===== config.mk =====
export PLATFORM = sky130hd
export DESIGN_NAME = vma_arbiter
export DESIGN_NICKNAME = d
export VERILOG_FILES = /design/src/rtl/vma_pkg.sv /design/src/rtl/vma_pick.sv /design/src/rtl/vma_age.sv /design/src/rtl/vma_cycle_fsm.sv /design/src/rtl/vma_arbiter.sv
export SDC_FILE = /design/constraint.sdc
export NUM_CORES = 1
export LEC_CHECK = 0
export ABC_AREA = 1
export BUFFER_PORTS_ARGS = -buffer_cell sky130_fd_sc_hd__buf_2
export CELL_PAD_IN_SITES_DETAIL_PLACEMENT = 0
export CELL_PAD_IN_SITES_GLOBAL_PLACEMENT = 1
export CORE_UTILIZATION = 38
export CTS_CLUSTER_DIAMETER = 60
export DETAILED_ROUTE_END_ITERATION = 10
export PLACE_DENSITY_LB_ADDON = 0.15
export SLEW_MARGIN = 0
export SYNTH_ARGS = -nofsm -noshare
export SYNTH_HDL_FRONTEND = slang
export SYNTH_SLANG_ARGS = --single-unit

===== constraint.sdc =====
create_clock -name clk -period 1.7 [get_ports clk]
set_clock_uncertainty 0.1 [all_clocks]
set_input_delay 0.34 -clock clk [delete_from_list [all_inputs] [get_ports clk]]
set_output_delay 0.34 -clock clk [all_outputs]
set_load 0.01 [all_outputs]

===== src/rtl/vma_pkg.sv =====
package vma_pkg;

    localparam int NREQ     = 5;
    localparam int IDX_VID  = 0;
    localparam int IDX_REF  = 1;
    localparam int IDX_SLOW = 2;
    localparam int IDX_CPU  = 3;
    localparam int IDX_FAST = 4;

    typedef enum logic [1:0] {
        ST_IDLE = 2'd0,
        ST_RUN  = 2'd1,
        ST_GAP  = 2'd2
    } cyc_state_e;

endpackage


===== src/rtl/vma_pick.sv =====
module vma_pick
    import vma_pkg::*;
(
    input  logic [NREQ-1:0] req,
    input  logic            promote,
    output logic [NREQ-1:0] win,
    output logic            any
);

    logic hit;

    // Lowest index wins; an aged refresh jumps to the front.
    always_comb begin
        win = '0;
        hit = 1'b0;
        any = |req;
        if (promote && req[IDX_REF]) begin
            win[IDX_REF] = 1'b1;
            hit          = 1'b1;
        end else begin
            for (int i = 0; i < NREQ; i++) begin
                if (req[i] && !hit) begin
                    win[i] = 1'b1;
                    hit    = 1'b1;
                end
            end
        end
    end

endmodule


===== src/rtl/vma_age.sv =====
module vma_age #(
    parameter int AGE_W = 6
) (
    input  logic             clk,
    input  logic             rst_n,
    input  logic             ref_req,
    input  logic             ref_gnt,
    input  logic [AGE_W-1:0] limit,
    output logic             aged
);

    logic [AGE_W-1:0] wait_cnt;

    always_ff @(posedge clk) begin
        if (!rst_n) begin
            wait_cnt <= '0;
        end else if (!ref_req || ref_gnt) begin
            wait_cnt <= '0;
        end else if (wait_cnt != '1) begin
            wait_cnt <= wait_cnt + 1'b1;
        end
    end

    always_comb begin
        aged = ref_req && (wait_cnt >= limit);
    end

    AST_AGE_CLEAR: assert property (@(posedge clk) disable iff (!rst_n)
        ref_gnt |=> (wait_cnt == '0));

endmodule


===== src/rtl/vma_cycle_fsm.sv =====
module vma_cycle_fsm
    import vma_pkg::*;
#(
    parameter int CYC_CLKS = 3,
    parameter int PRE_CLKS = 1
) (
    input  logic            clk,
    input  logic            rst_n,
    input  logic            any,
    input  logic [NREQ-1:0] win,
    output logic [NREQ-1:0] gnt,
    output logic            active
);

    localparam int LONGEST = (CYC_CLKS > PRE_CLKS) ? CYC_CLKS : PRE_CLKS;
    localparam int CNT_W   = $clog2(LONGEST + 1);
    localparam logic [CNT_W-1:0] CYC_LAST = CNT_W'(CYC_CLKS - 1);
    localparam logic [CNT_W-1:0] PRE_LAST = CNT_W'(PRE_CLKS - 1);

    cyc_state_e      state;
    logic [CNT_W-1:0] cnt;
    logic [NREQ-1:0]  owner;

    // State register process
    always_ff @(posedge clk) begin
        if (!rst_n) begin
            state <= ST_IDLE;
            cnt   <= '0;
            owner <= '0;
        end else begin
            unique case (state)
                ST_IDLE: begin
                    if (any) begin              // start
                        state <= ST_RUN;
                        owner <= win;
                        cnt   <= '0;
                    end
                end
                ST_RUN: begin
                    if (cnt == CYC_LAST) begin  // release
                        state <= ST_GAP;
                        cnt   <= '0;
                    end else begin              // hold
                        cnt <= cnt + 1'b1;
                    end
                end
                ST_GAP: begin
                    if (cnt == PRE_LAST) begin
                        cnt <= '0;
                        if (any) begin          // chain
                            state <= ST_RUN;
                            owner <= win;
                        end else begin          // rest
                            state <= ST_IDLE;
                        end
                    end else begin
                        cnt <= cnt + 1'b1;
                    end
                end
                default: state <= ST_IDLE;
            endcase
        end
    end

    // Output process
    always_comb begin
        active = (state == ST_RUN);
        gnt    = active ? owner : '0;
    end

    AST_GNT_ONEHOT: assert property (@(posedge clk) disable iff (!rst_n)
        $onehot0(gnt));

    AST_NO_PREEMPT: assert property (@(posedge clk) disable iff (!rst_n)
        (state == ST_RUN && cnt != CYC_LAST) |=> ($stable(gnt) && (gnt != '0)));

    AST_IDLE_QUIET: assert property (@(posedge clk) disable iff (!rst_n)
        (state == ST_IDLE && !any) |=> (gnt == '0));

endmodule


===== src/rtl/vma_arbiter.sv =====
module vma_arbiter
    import vma_pkg::*;
#(
    parameter int CYC_CLKS = 3,
    parameter int PRE_CLKS = 1,
    parameter int AGE_W    = 6
) (
    input  logic             clk,
    input  logic             rst_n,
    input  logic [4:0]       req,
    input  logic [AGE_W-1:0] age_limit,
    output logic [4:0]       gnt,
    output logic             refresh_cbr,
    output logic             cpu_rdy,
    output logic             mem_strobe
);

    logic            aged;
    logic            any;
    logic [NREQ-1:0] win;

    vma_age #(.AGE_W(AGE_W)) u_age (
        .clk     (clk),
        .rst_n   (rst_n),
        .ref_req (req[IDX_REF]),
        .ref_gnt (gnt[IDX_REF]),
        .limit   (age_limit),
        .aged    (aged)
    );

    vma_pick u_pick (
        .req     (req),
        .promote (aged),
        .win     (win),
        .any     (any)
    );

    vma_cycle_fsm #(.CYC_CLKS(CYC_CLKS), .PRE_CLKS(PRE_CLKS)) u_fsm (
        .clk    (clk),
        .rst_n  (rst_n),
        .any    (any),
        .win    (win),
        .gnt    (gnt),
        .active (mem_strobe)
    );

    always_comb begin
        refresh_cbr = gnt[IDX_REF];
        cpu_rdy     = !(req[IDX_CPU] && !gnt[IDX_CPU]);
    end

    AST_FIXED_ORDER: assert property (@(posedge clk) disable iff (!rst_n)
        ($rose(mem_strobe) && !$past(aged)) |->
            (((gnt - NREQ'(1)) & $past(req)) == '0));

    AST_AGED_FIRST: assert property (@(posedge clk) disable iff (!rst_n)
        ($rose(mem_strobe) && $past(aged)) |-> gnt[IDX_REF]);

endmodule


Word level (Yosys, flattened, before mapping):

Index checks and enable logic that the tools add are counted.

* memories: 0
* bits in writable memories: 0
* bits in read-only memories: 0
* word-level logic and storage cells: 67
* bits in latches: 0
* register bits: 15
* bits of input ports: 13

* reductions and logical operators: 24
* $add $sub $neg: 2
* bitwise gates (word level): 1
* $lt $le $gt $ge: 1
* mux-type cells: 28
* $mul: 0
* divide/modulo/power cells: 0
* equality and inequality tests: 7
* shift operators: 0

Operator list (number)
* $mux W1: 15
* $mux W5: 3
* $mux W2: 6
* $pmux W2 S3: 2
* $pmux W5 S2: 1
* $logic_and A1 B1 Y1: 7
* $logic_not A1 Y1: 7
* $add A6 B1 Y6 const B: 1
* $ge A6 B6 Y1: 1
* $ne A6 B6 Y1 const B: 1
* $reduce_or A5 Y1: 1
* $eq A2 B2 Y1 const B: 2
* $logic_not A2 Y1: 2
* $ne A2 B1 Y1 const B: 2
* $reduce_and A2 Y1: 2
* $mux W3: 1
* $reduce_and A3 Y1: 1
* $reduce_bool A3 Y1: 1
* $add A2 B1 Y2 const B: 1
* $eq A2 B1 Y1 const B: 1
* $ne A2 B2 Y1 const B: 1
* $reduce_bool A2 Y1: 1
* $reduce_or A2 Y1: 1
* $logic_or A1 B1 Y1: 1
* $not A1 Y1: 1

Logic depth before layout (Yosys ltp):

Gate-level depths: netlist of run 1.

* word-level depth: 23
* mapped depth: 11
* depth with buffers taken out: 11

Modules after synthesis:

A second synthesis of run 1 with hierarchy kept.

* cell total of the unflattened synthesis: 174
* area total of the unflattened synthesis: 1192.4 um^2

Modules (own cells, without submodules)
* vma_cycle_fsm: cells each 89, instances 1, area an instance 650.6 um^2
* vma_age: cells each 68, instances 1, area an instance 464.2 um^2
* vma_pick: cells each 14, instances 1, area an instance 62.6 um^2
* vma_arbiter: cells each 3, instances 1, area an instance 15.0 um^2

Least setup slack after synthesis of run 1:

No wires, ideal clock.

* path kind: register -> output
* from: reg u_fsm.state[1]
* to: out gnt[1]
* required time: 1260 ps
* arrival time: 1100 ps
* cell stages (with the launch flop): 7
* buffers on the path: 2
* slack: 160 ps
* cells stage by stage: dfxtp_1 inv_1 ha_1 buf_4 nand2_1 inv_1 buf_4

* cells in the longest elaborated chain, start to end: 2

Ends and longest elaborated chain
* start: declaration: RTL line vma_cycle_fsm.sv:20 `cyc_state_e state;`
* start signal: assignment: RTL line vma_cycle_fsm.sv:27 `state <= ST_IDLE;`
* start signal: assignment: RTL line vma_cycle_fsm.sv:34 `state <= ST_RUN;`
* start signal: assignment: RTL line vma_cycle_fsm.sv:41 `state <= ST_GAP;`
* $eq A2 B1 Y1: RTL line vma_cycle_fsm.sv:67 `active = (state == ST_RUN);`
* named net mem_strobe: RTL line vma_arbiter.sv:15 `output logic mem_strobe`
* $mux W5: RTL line vma_cycle_fsm.sv:68 `gnt = active ? owner : '0;`
* end: declaration: RTL line vma_arbiter.sv:12 `output logic [4:0] gnt,`

The timed path passes the listed nets, and every way through them passes these cells.

Worst setup path after layout of run 1:

* from: reg u_fsm.state[1]
* to: out gnt[1]

* cells in the longest elaborated chain, start to end: 2

Ends and longest elaborated chain (RTL line)
* $eq A2 B1 Y1: vma_cycle_fsm.sv:67
* $mux W5: vma_cycle_fsm.sv:68

Every way passes these cells.

==> results of run 1 <==
layout by cell type, fill, tap and decap left out:
| cell type | n |
|---|---|
| a211oi_1 | 1 |
| a21oi_1 | 13 |
| a22o_1 | 2 |
| buf_2 | 19 |
| buf_4 | 3 |
| buf_6 | 2 |
| clkbuf_4 | 3 |
| clkinv_2 | 1 |
| dfxtp_1 | 13 |
| dfxtp_4 | 2 |
| ha_1 | 16 |
| ha_4 | 1 |
| inv_1 | 29 |
| inv_2 | 2 |
| inv_4 | 1 |
| nand2_1 | 28 |
| nand2_2 | 1 |
| nand3_1 | 8 |
| nand3_4 | 1 |
| nand4_1 | 1 |
| nor2_1 | 13 |
| nor2_2 | 2 |
| nor2_4 | 1 |
| nor3_1 | 4 |
| o21ai_0 | 5 |
| o21ai_1 | 2 |
| o21ai_2 | 1 |
| o22ai_1 | 1 |
| xor2_1 | 1 |
registers in the layout (all words and copies together) (netlist names):
register / cells
u_fsm.cnt: 2
u_age.wait_cnt: 6
u_fsm.state: 2
u_fsm.owner: 5
through the flow:
| stage | std cells | utilization (%) | hold slack [ns] |
|---|---|---|---|
| after floorplan | 151 | - | 0.345 |
| after global placement | 199 | 46.2 | 0.364 |
| after detailed placement | 199 | 46.2 | 0.359 |
| after CTS | 204 | 48.2 | 0.188 |
| after global routing | 207 | 49.8 | 0.194 |
| final | 207 | 49.8 | 0.204 |
worst max-delay path by stage:
stage / startpoint / endpoint / slack [ns] / cells after the start
after floorplan: u_fsm.state[1] / gnt[1] / 0.16 / 6
after global placement: u_fsm.state[1] / u_fsm.state[1] / 0.10 / 9
after detailed placement: u_fsm.state[1] / refresh_cbr / 0.08 / 5
after CTS: u_fsm.state[1] / refresh_cbr / 0.03 / 5
after global routing: u_fsm.state[1] / u_fsm.owner[0] / 0.002 / 9
final: u_fsm.state[1] / gnt[1] / 0.09 / 5
layout make-up:
cell class / instances / share of cell area (%)
clock inverter: 1 / 0.392
inverter: 32 / 9.60
multi-input combinational: 102 / 50.2
timing repair buffer: 24 / 11.0
sequential: 15 / 24.1
tap: 30 / 2.94
clock buffer: 3 / 1.76
cell usage after synthesis:
library cell  instances  area (um2)
nand4_1               1        6.26
ha_1                 17         213
nor2_2                2        12.5
nor2_1               13        48.8
inv_2                 1        3.75
nand2_1              28         105
o21ai_2               1        8.76
nand3_1               8        40.0
a211oi_1              1        7.51
inv_1                31         116
a21oi_1              13        65.1
o22ai_1               1        6.26
xor2_1                1        8.76
nand3_4               1        17.5
buf_4                 2        15.0
o21ai_1               2        10.0
nor3_1                4        20.0
dfxtp_1              15         300
o21ai_0               5        25.0
a22o_1                2        17.5
nand2_2               1        6.26
nor2_4                1        11.3
per-layer routing:
metal  GRT usage (%)  share of wire [%]
met5               0                  0
met4            5.00                1.2
met3            4.92                3.9
met2            24.1                 41
met1            21.4                 54
power breakdown:
group | leakage [nW] | switching (mW) | internal, mW
clock | 0.0177 | 0.126 | 0.0875
sequential | 0.123 | 0.0565 | 0.422
combinational | 0.532 | 0.375 | 0.296
total | 0.673 | 0.558 | 0.806
cells by family (layout without fill, tap and decap cells):
family	count (synthesis)	in the layout	share of synthesized area, %
buffers and inverters	34	60	12.7
DFF	15	15	28.2
adders and majority gates	17	17	20.0
xor gates and xnor gates	1	1	0.823
AOI/OAI and AO/OA	25	25	13.2
and+or+nand+nor	59	59	25.1
critical path, delay by kind of cell, from the launching register on:
| kind | cells | cell delay, ns |
|---|---|---|
| flops | 1 | 0.39 |
| fa+ha+maj | 1 | 0.18 |
| buf+inv | 3 | 0.22 |
| simple gates | 1 | 0.10 |
repair_timing:
action	CTS	global route
setup endpoints to repair	8	8
setup buffers	1	4
pin swaps	0	0
gates resized for setup	5	8
==> metrics, run 1 <==
status=finished, final reports clean; first-pass GRT wire length=3390 um; worst hold path class=input port to register; critical path required time=1.26 ns; vias in the first global route=829; Worst setup SP type=register; largest net degree at the start of global routing=11; Place WS=0.0781 ns; TNS Setup=0 ns; Initial DRT Pass Iterations=4; core footprint=2570 um2; Port Buffer Count=20; Via density=4.68; initial core utilization=41.5%; final period utilization=94.8%; Die W=54.9 um; IO Pins=21; GRT Residual Overflow=0; R2R Path Start=u_fsm.state[1]; worst hold path cell count=3; synthesized instance count=151; WHS Endpoint=u_fsm.state[1]; Routed wire per std cell=9.80 um; maximum fanout along the worst path=6; count of final hold-check violations=0; Leak=0.673 nW; Tightest Pin Transition=0.217 ns; slowest cell delay on critical path=0.39 ns; fin area=1280 um2; Total GRT Usage=15.9%; Max-slew headroom=85.5%; Cell Area, Synth=1060 um2; max-slew violation count=0; max_cap viols=0; Multi-input gate area=642 um2; hold_sp=rst_n; Net Count, Synth=181; CTS H-Tree Depth=1; post-place instance area=1190 um2; Layout area overhead=20.0%; Root Driver=clkbuf_4; placed wire-length estimate=1540 um; crit path cell chain=inv_4 -> ha_4 -> nand2_1 -> inv_2 -> buf_2; R2R Path End=u_fsm.owner[1]; DRC Markers=0; Reg clk slew, reported paths=0.10 ns; Power Total=1.36 mW; mean post-synth cell area=7.05 um2; R2R depth=9; layout cells sized above 1=22.6%; initial antenna violation count=0; Vias=969; Num CTS Buffers=3; die area=3020 um2; post-layout min period=1.61 ns; sequential share of the synthesized area=28.2%; setup violators final=0; Yosys cell types=22; Yosys reg bits=15; Setup CP Type=register to primary output; Inserted Diodes=0; crit path DAT=1.17 ns; Max VDD drop=0.758 mV; R2R Setup Slk=0.13 ns; Slowest-stage cell, CP=dfxtp_4; Clk Latency, worst-skew pair=0.29 ns; row count=18; violation count after the first detailed-route iteration=15; warnings from Yosys=0; Longest Clk Path Bufs=2; Max Fclk=620 MHz; Final WS setup=0.0876 ns; Power Density=1070 nW/um2; RSZ-0062 raised after global routing=false; hold_buf cts=0; CTS Sinks=15; final wirelength=2030 um; Antenna Nets Post-Route=0; Filler cells=263; TritonCTS clock tree=done; register area=308 um2; fin nets=208; DIE HEIGHT=54.9 um; Final GP Congestion=0.747; Critical Path End Type=primary output
(Power assumes the default switching activity.)
==> run 2, diff against run 1 <==
- ABC_AREA: 1 -> unset
- CORE_UTILIZATION: 38 -> 40
==> run 2 against run 1 <==
Largest power group unchanged. Highest routed layer unchanged. Largest cell class unchanged. Critical path type unchanged. Count of clock-buffer cells in the layout unchanged. Non-clock buffer count increased by 11. Sequential cell count unchanged. Register-to-register slack lost 0.03 ns. Sequential power shrank 4.6%. Worst hold slack better by 0.063 ns. Cell area rose by 10%. Area after synthesis is 0.82% lower. Clock power fell by 3%. Utilization increased by 7.1 points. Sequential share of layout area down 2.4 points. Fmax is 4.1% lower.
==> metrics, run 2 <==
core footprint=2480 um2; Longest Clk Path Bufs=2; GRT Residual Overflow=0; commonest non-fill, non-tap cell in the layout=buf_2; post-layout min period=1.68 ns; row count=18; Total GRT Usage=18.5%; TritonCTS clock tree=done; post-layout util=56.9%; vias in the first global route=836; Routed wire per std cell=12.3 um; placed wire-length estimate=1790 um; Inserted Diodes=0; max_cap viols=0; Reg clk slew, reported paths=0.10 ns; IO Pins=21; Setup CP Type=register to primary output; fin area=1410 um2; Leak=0.670 nW; Place WS=0.0114 ns; initial core utilization=42.6%; Via density=4.96; maximum fanout along the worst path=6; Tightest Pin Transition=0.343 ns; DIE HEIGHT=53.4 um; top-count cell post-synth=ha_1; worst hold path class=input port to register; Power Total=1.46 mW; Worst setup SP type=register; Comb power frac=54.4%; post-place instance area=1260 um2; Net Count, Synth=151; critical path required time=1.26 ns; Initial DRT Pass Iterations=4; crit path cell chain=inv_2 -> ha_4 -> and2_4 -> nand2b_4 -> buf_2; fin nets=189; Max-slew headroom=77.0%; Final WS setup=0.0189 ns; Final GP Congestion=0.738; RSZ-0062 raised after global routing=true; Die W=53.4 um; largest net degree at the start of global routing=15; Slowest-stage cell, CP=dfxtp_2; most frequent cells in the layout=buf_2, ha_1, buf_4; Layout area overhead=33.4%; final wirelength=2310 um; warnings from Yosys=0; CTS Sinks=15; DRC Markers=0; max-slew violation count=0; die area=2850 um2; Antenna Nets Post-Route=0; Max Fclk=595 MHz; final period utilization=98.9%; Yosys top cell area share=28.4%; setup violators final=0; status=finished, final reports clean; Clk Latency, worst-skew pair=0.28 ns; dominant synthesized flop cell=dfxtp_1; Cell Area, Synth=1060 um2; Yosys top cell by area=dfxtp_1; synthesized instance count=121; Post-synth EDFFs=0; layout cells sized above 1=36.7%; Yosys reg bits=15; mean post-synth cell area=8.73 um2; count of final hold-check violations=0; ys async rst share=0%; Critical Path End Type=primary output; Root Driver=clkbuf_4; Clock power frac=14.2%; Yosys cell types=38; Power Density=1030 nW/um2; Synth top cells by count=ha_1, dfxtp_1, inv_1; Vias=933; sequential share of the synthesized area=28.4%; Max VDD drop=0.704 mV; max reg flops=6; initial antenna violation count=0; first-pass GRT wire length=3750 um; P_int=0.926 mW; Num CTS Buffers=3; WP buf/inv=2; crit path DAT=1.24 ns; slowest cell delay on critical path=0.35 ns; violation count after the first detailed-route iteration=4; Switching Share=36.4%; CTS H-Tree Depth=1; Most flops, register=u_age.wait_cnt; Port Buffer Count=20; sequential power share=31.4%; top flop regs=u_age.wait_cnt x6, u_fsm.owner x5; synth top area cells=dfxtp_1, ha_1, inv_1; CP delay by family, top=flip-flops; sw power=0.530 mW
-- run 2: cell types whose count changed after synthesis, sizes merged, moves of 4 or more --
cell / previous run / this run
a21boi: 0 / 4
nand2: 29 / 9
and2: 0 / 6
inv: 32 / 14
a21oi: 13 / 3
o21ai: 8 / 4
nor2: 16 / 10
mux2i: 0 / 5
nand3: 9 / 5
-- run 2: per-layer routing --
| layer | track usage (%) | part of all wire [%] | up-vias | routed length [um] |
|---|---|---|---|---|
| li1 | - | - | 493 | - |
| met1 | 22.9 | 48 | 418 | 1120 |
| met2 | 31.5 | 48 | 20 | 1100 |
| met3 | 4.31 | 3.3 | 2 | 77 |
| met4 | 5.26 | 0.52 | 0 | 12 |
| met5 | 0 | 0 | - | 0 |
-- run 2: path summary, 6_finish.rpt --
check                      start             end  slack (ns)  depth (start not counted)
hold / removal            req[0]  u_fsm.owner[0]        0.27                          3
setup reg to reg  u_fsm.state[1]  u_fsm.owner[0]        0.10                          6
setup / recovery  u_fsm.state[1]         cpu_rdy        0.02                          5
hold reg to reg   u_fsm.owner[0]  u_fsm.owner[0]        0.38                          2
-- run 2: through the flow --
stage | instances | hold slack [ns] | setup TNS [ns]
floorplan | 121 | 0.344 | 0
global placement | 180 | 0.362 | 0
detailed placement | 180 | 0.362 | 0
CTS | 188 | 0.251 | 0
global route | 188 | 0.254 | -0.0755
finish | 188 | 0.267 | 0
-- run 2: logic make-up (layout without fill, tap and decap cells) --
family,count (synthesis),in the layout,synth area share (%)
muxes,5,5,4.74
AOI/OAI and AO/OA,23,23,16.4
and+or+nand+nor,43,43,22.6
DFF,15,15,28.4
adders and majority gates,17,17,20.1
buffers and inverters,16,53,6.04
xor gates and xnor gates,2,2,1.66
-- run 2: tightest hold or removal path: cells and delay by family --
family                 cells  cell delay (ns)
AOI/OAI and AO/OA          1             0.07
buffers and inverters      1             0.14
and+or+nand+nor            1             0.07
-- run 2: layout make-up --
type | instances | area (um2)
multi-input cells | 90 | 751
fillers | 241 | 1070
clock inverters | 1 | 5.00
flip-flops and latches | 15 | 305
inverters | 14 | 52.6
clock buffers | 3 | 22.5
repair buffers | 35 | 235
well taps | 30 | 37.5
-- run 2: timing repair --
| action | 4_1_cts | 5_1_grt |
|---|---|---|
| endpoints found under the setup margin | 9 | 7 |
| setup buffers | 5 | 0 |
| pin swaps | 2 | 1 |
| hold buffers | 0 | 0 |
| gates resized for setup | 11 | 9 |
-- run 2: power groups by stage --
stage,combinational [mW],sequential [mW],clock [mW]
finish,0.792,0.457,0.207
global route,0.870,0.465,0.235
CTS,0.718,0.448,0.223
detailed placement,0.589,0.449,0
global placement,0.571,0.445,0
floorplan,0.358,0.447,0
==> run 3, diff against run 2 <==
- PLACE_DENSITY: unset -> 0.86
- PLACE_DENSITY_LB_ADDON: 0.15 -> unset
==> run 3 against run 2 <==
Count of clock-buffer cells in the layout stayed put. Routed wire length down 9.8%. Utilization decreased by 3.2 points. Clock power is essentially flat. Die area is the same. Largest power group unchanged. Combinational power shrank 16%. Critical path depth is the same. First-iteration DRC count rose to 2.8 times the previous value. Sequential share of layout area is 1.3 points higher. Sequential power is 1% higher. Cell area is 5.7% lower. Highest routed layer unchanged. Via count down 0.54%.
==> metrics, run 3 (synthesis results as in run 2) <==
status=finished, final reports clean; Max Fclk=596 MHz; Root Driver=clkbuf_4; Die W=53.4 um; vias in the first global route=820; non-filler cells, final=183; max-slew violation count=0; initial core utilization=42.6%; Setup CP Type=register to primary output; Longest Clk Path Bufs=2; Multi-input gate area=724 um2; critical path required time=1.26 ns; topmost layer with routed signal wires=met4; Initial DRT Pass Iterations=4; Max VDD drop=0.639 mV; Worst setup SP type=register; Clk Latency, worst-skew pair=0.28 ns; violation count after the first detailed-route iteration=11; largest net degree at the start of global routing=10; Port Buffer Count=20; Tightest Pin Transition=0.291 ns; Filler cells=241; R2R Setup Slk=0.07 ns; post-layout util=53.6%; Inserted Diodes=0; layout cells sized above 1=32.7%; Routed wire per std cell=11.4 um; die area=2850 um2; Power Density=1000 nW/um2; Reg clk slew, reported paths=0.09 ns; first-pass GRT wire length=3420 um; TritonCTS clock tree=done; final period utilization=98.7%; Final GP Congestion=0.761; GRT Residual Overflow=0; top flop regs=u_age.wait_cnt x6, u_fsm.owner x5; Via density=5.07; final wirelength=2090 um; Most flops, register=u_age.wait_cnt; most frequent cells in the layout=buf_2, ha_1, inv_1, dfxtp_1; Leak=0.641 nW; maximum fanout along the worst path=7; fin nets=184; Layout area overhead=25.8%; worst hold path class=input port to register; max_cap viols=0; CTS Sinks=15; RSZ-0062 raised after global routing=true; commonest non-fill, non-tap cell in the layout=buf_2; Num CTS Buffers=3; IO Pins=21; post-layout min period=1.68 ns; Antenna Nets Post-Route=0; placed wire-length estimate=1610 um; DIE HEIGHT=53.4 um; Critical Path End Type=primary output; initial antenna violation count=0; setup violators final=0; fin area=1330 um2; Total GRT Usage=16.5%; met3 WL post-DR=93 um; crit path DAT=1.24 ns; CTS H-Tree Depth=1; register area=305 um2; DRC Markers=0; max reg flops=6; post-place instance area=1230 um2; WL met1=929 um; core footprint=2480 um2; routed wl met2=1050 um; row count=18; placed insts=175; count of final hold-check violations=0; TNS Setup=0 ns; Vias=928; Max-slew headroom=80.6%
[run 3: cell types whose count changed in the layout (fill, tap and decap cells not counted), sizes merged]
cell,change
buf,-5
[run 3: final timing paths]
check,startpoint,to,cells after the start
setup / recovery,u_fsm.state[1],cpu_rdy,5
hold / removal,req[2],u_fsm.owner[2],3
setup reg to reg,u_fsm.state[0],u_fsm.owner[0],6
hold reg to reg,u_fsm.owner[0],u_fsm.owner[0],2
[run 3: layout make-up]
class,count,area share [%]
Clock inverter,1,0.377
Timing Repair Buffer,30,13.7
Clock buffer,3,1.69
Inverter,14,3.95
Multi-Input combinational cell,90,54.5
Tap cell,30,2.82
Sequential cell,15,23.0
[run 3: critical path: stages (launching register included)]
cell and delay (ns):
dfxtp_2 0.35, inv_2 0.05, ha_4 0.17, and2_4 0.14, nand2b_4 0.13, buf_6 0.11
[run 3: metal layers]
| metal | up-vias | global-route usage (%) |
|---|---|---|
| li1 | 482 | - |
| met1 | 422 | 19.8 |
| met2 | 22 | 28.5 |
| met3 | 2 | 5.17 |
| met4 | 0 | 2.63 |
| met5 | - | 0 |
[run 3: metrics by stage]
step                hold WS, ns  setup WS, ns  power [mW]
CTS                       0.242       0.00155        1.27
floorplan                 0.344         0.110       0.805
global route              0.236       -0.0441        1.44
detailed placement        0.369       -0.0121       0.995
finish                    0.237        0.0219        1.33
global placement          0.361        0.0626       0.978
[run 3: repair_timing]
action	4_1_cts	5_1_grt
resized for setup	6	8
hold buffers	0	0
pin swaps	2	1
endpoints found under the setup margin	11	6
setup buffers	3	1
[run 3: where the power goes]
| part | leakage, nW | total [mW] | internal, mW | switching [mW] |
|---|---|---|---|---|
| combinational | 0.500 | 0.664 | 0.345 | 0.320 |
| sequential | 0.123 | 0.462 | 0.415 | 0.0466 |
| clock | 0.0177 | 0.205 | 0.0874 | 0.117 |
| total | 0.641 | 1.33 | 0.847 | 0.484 |
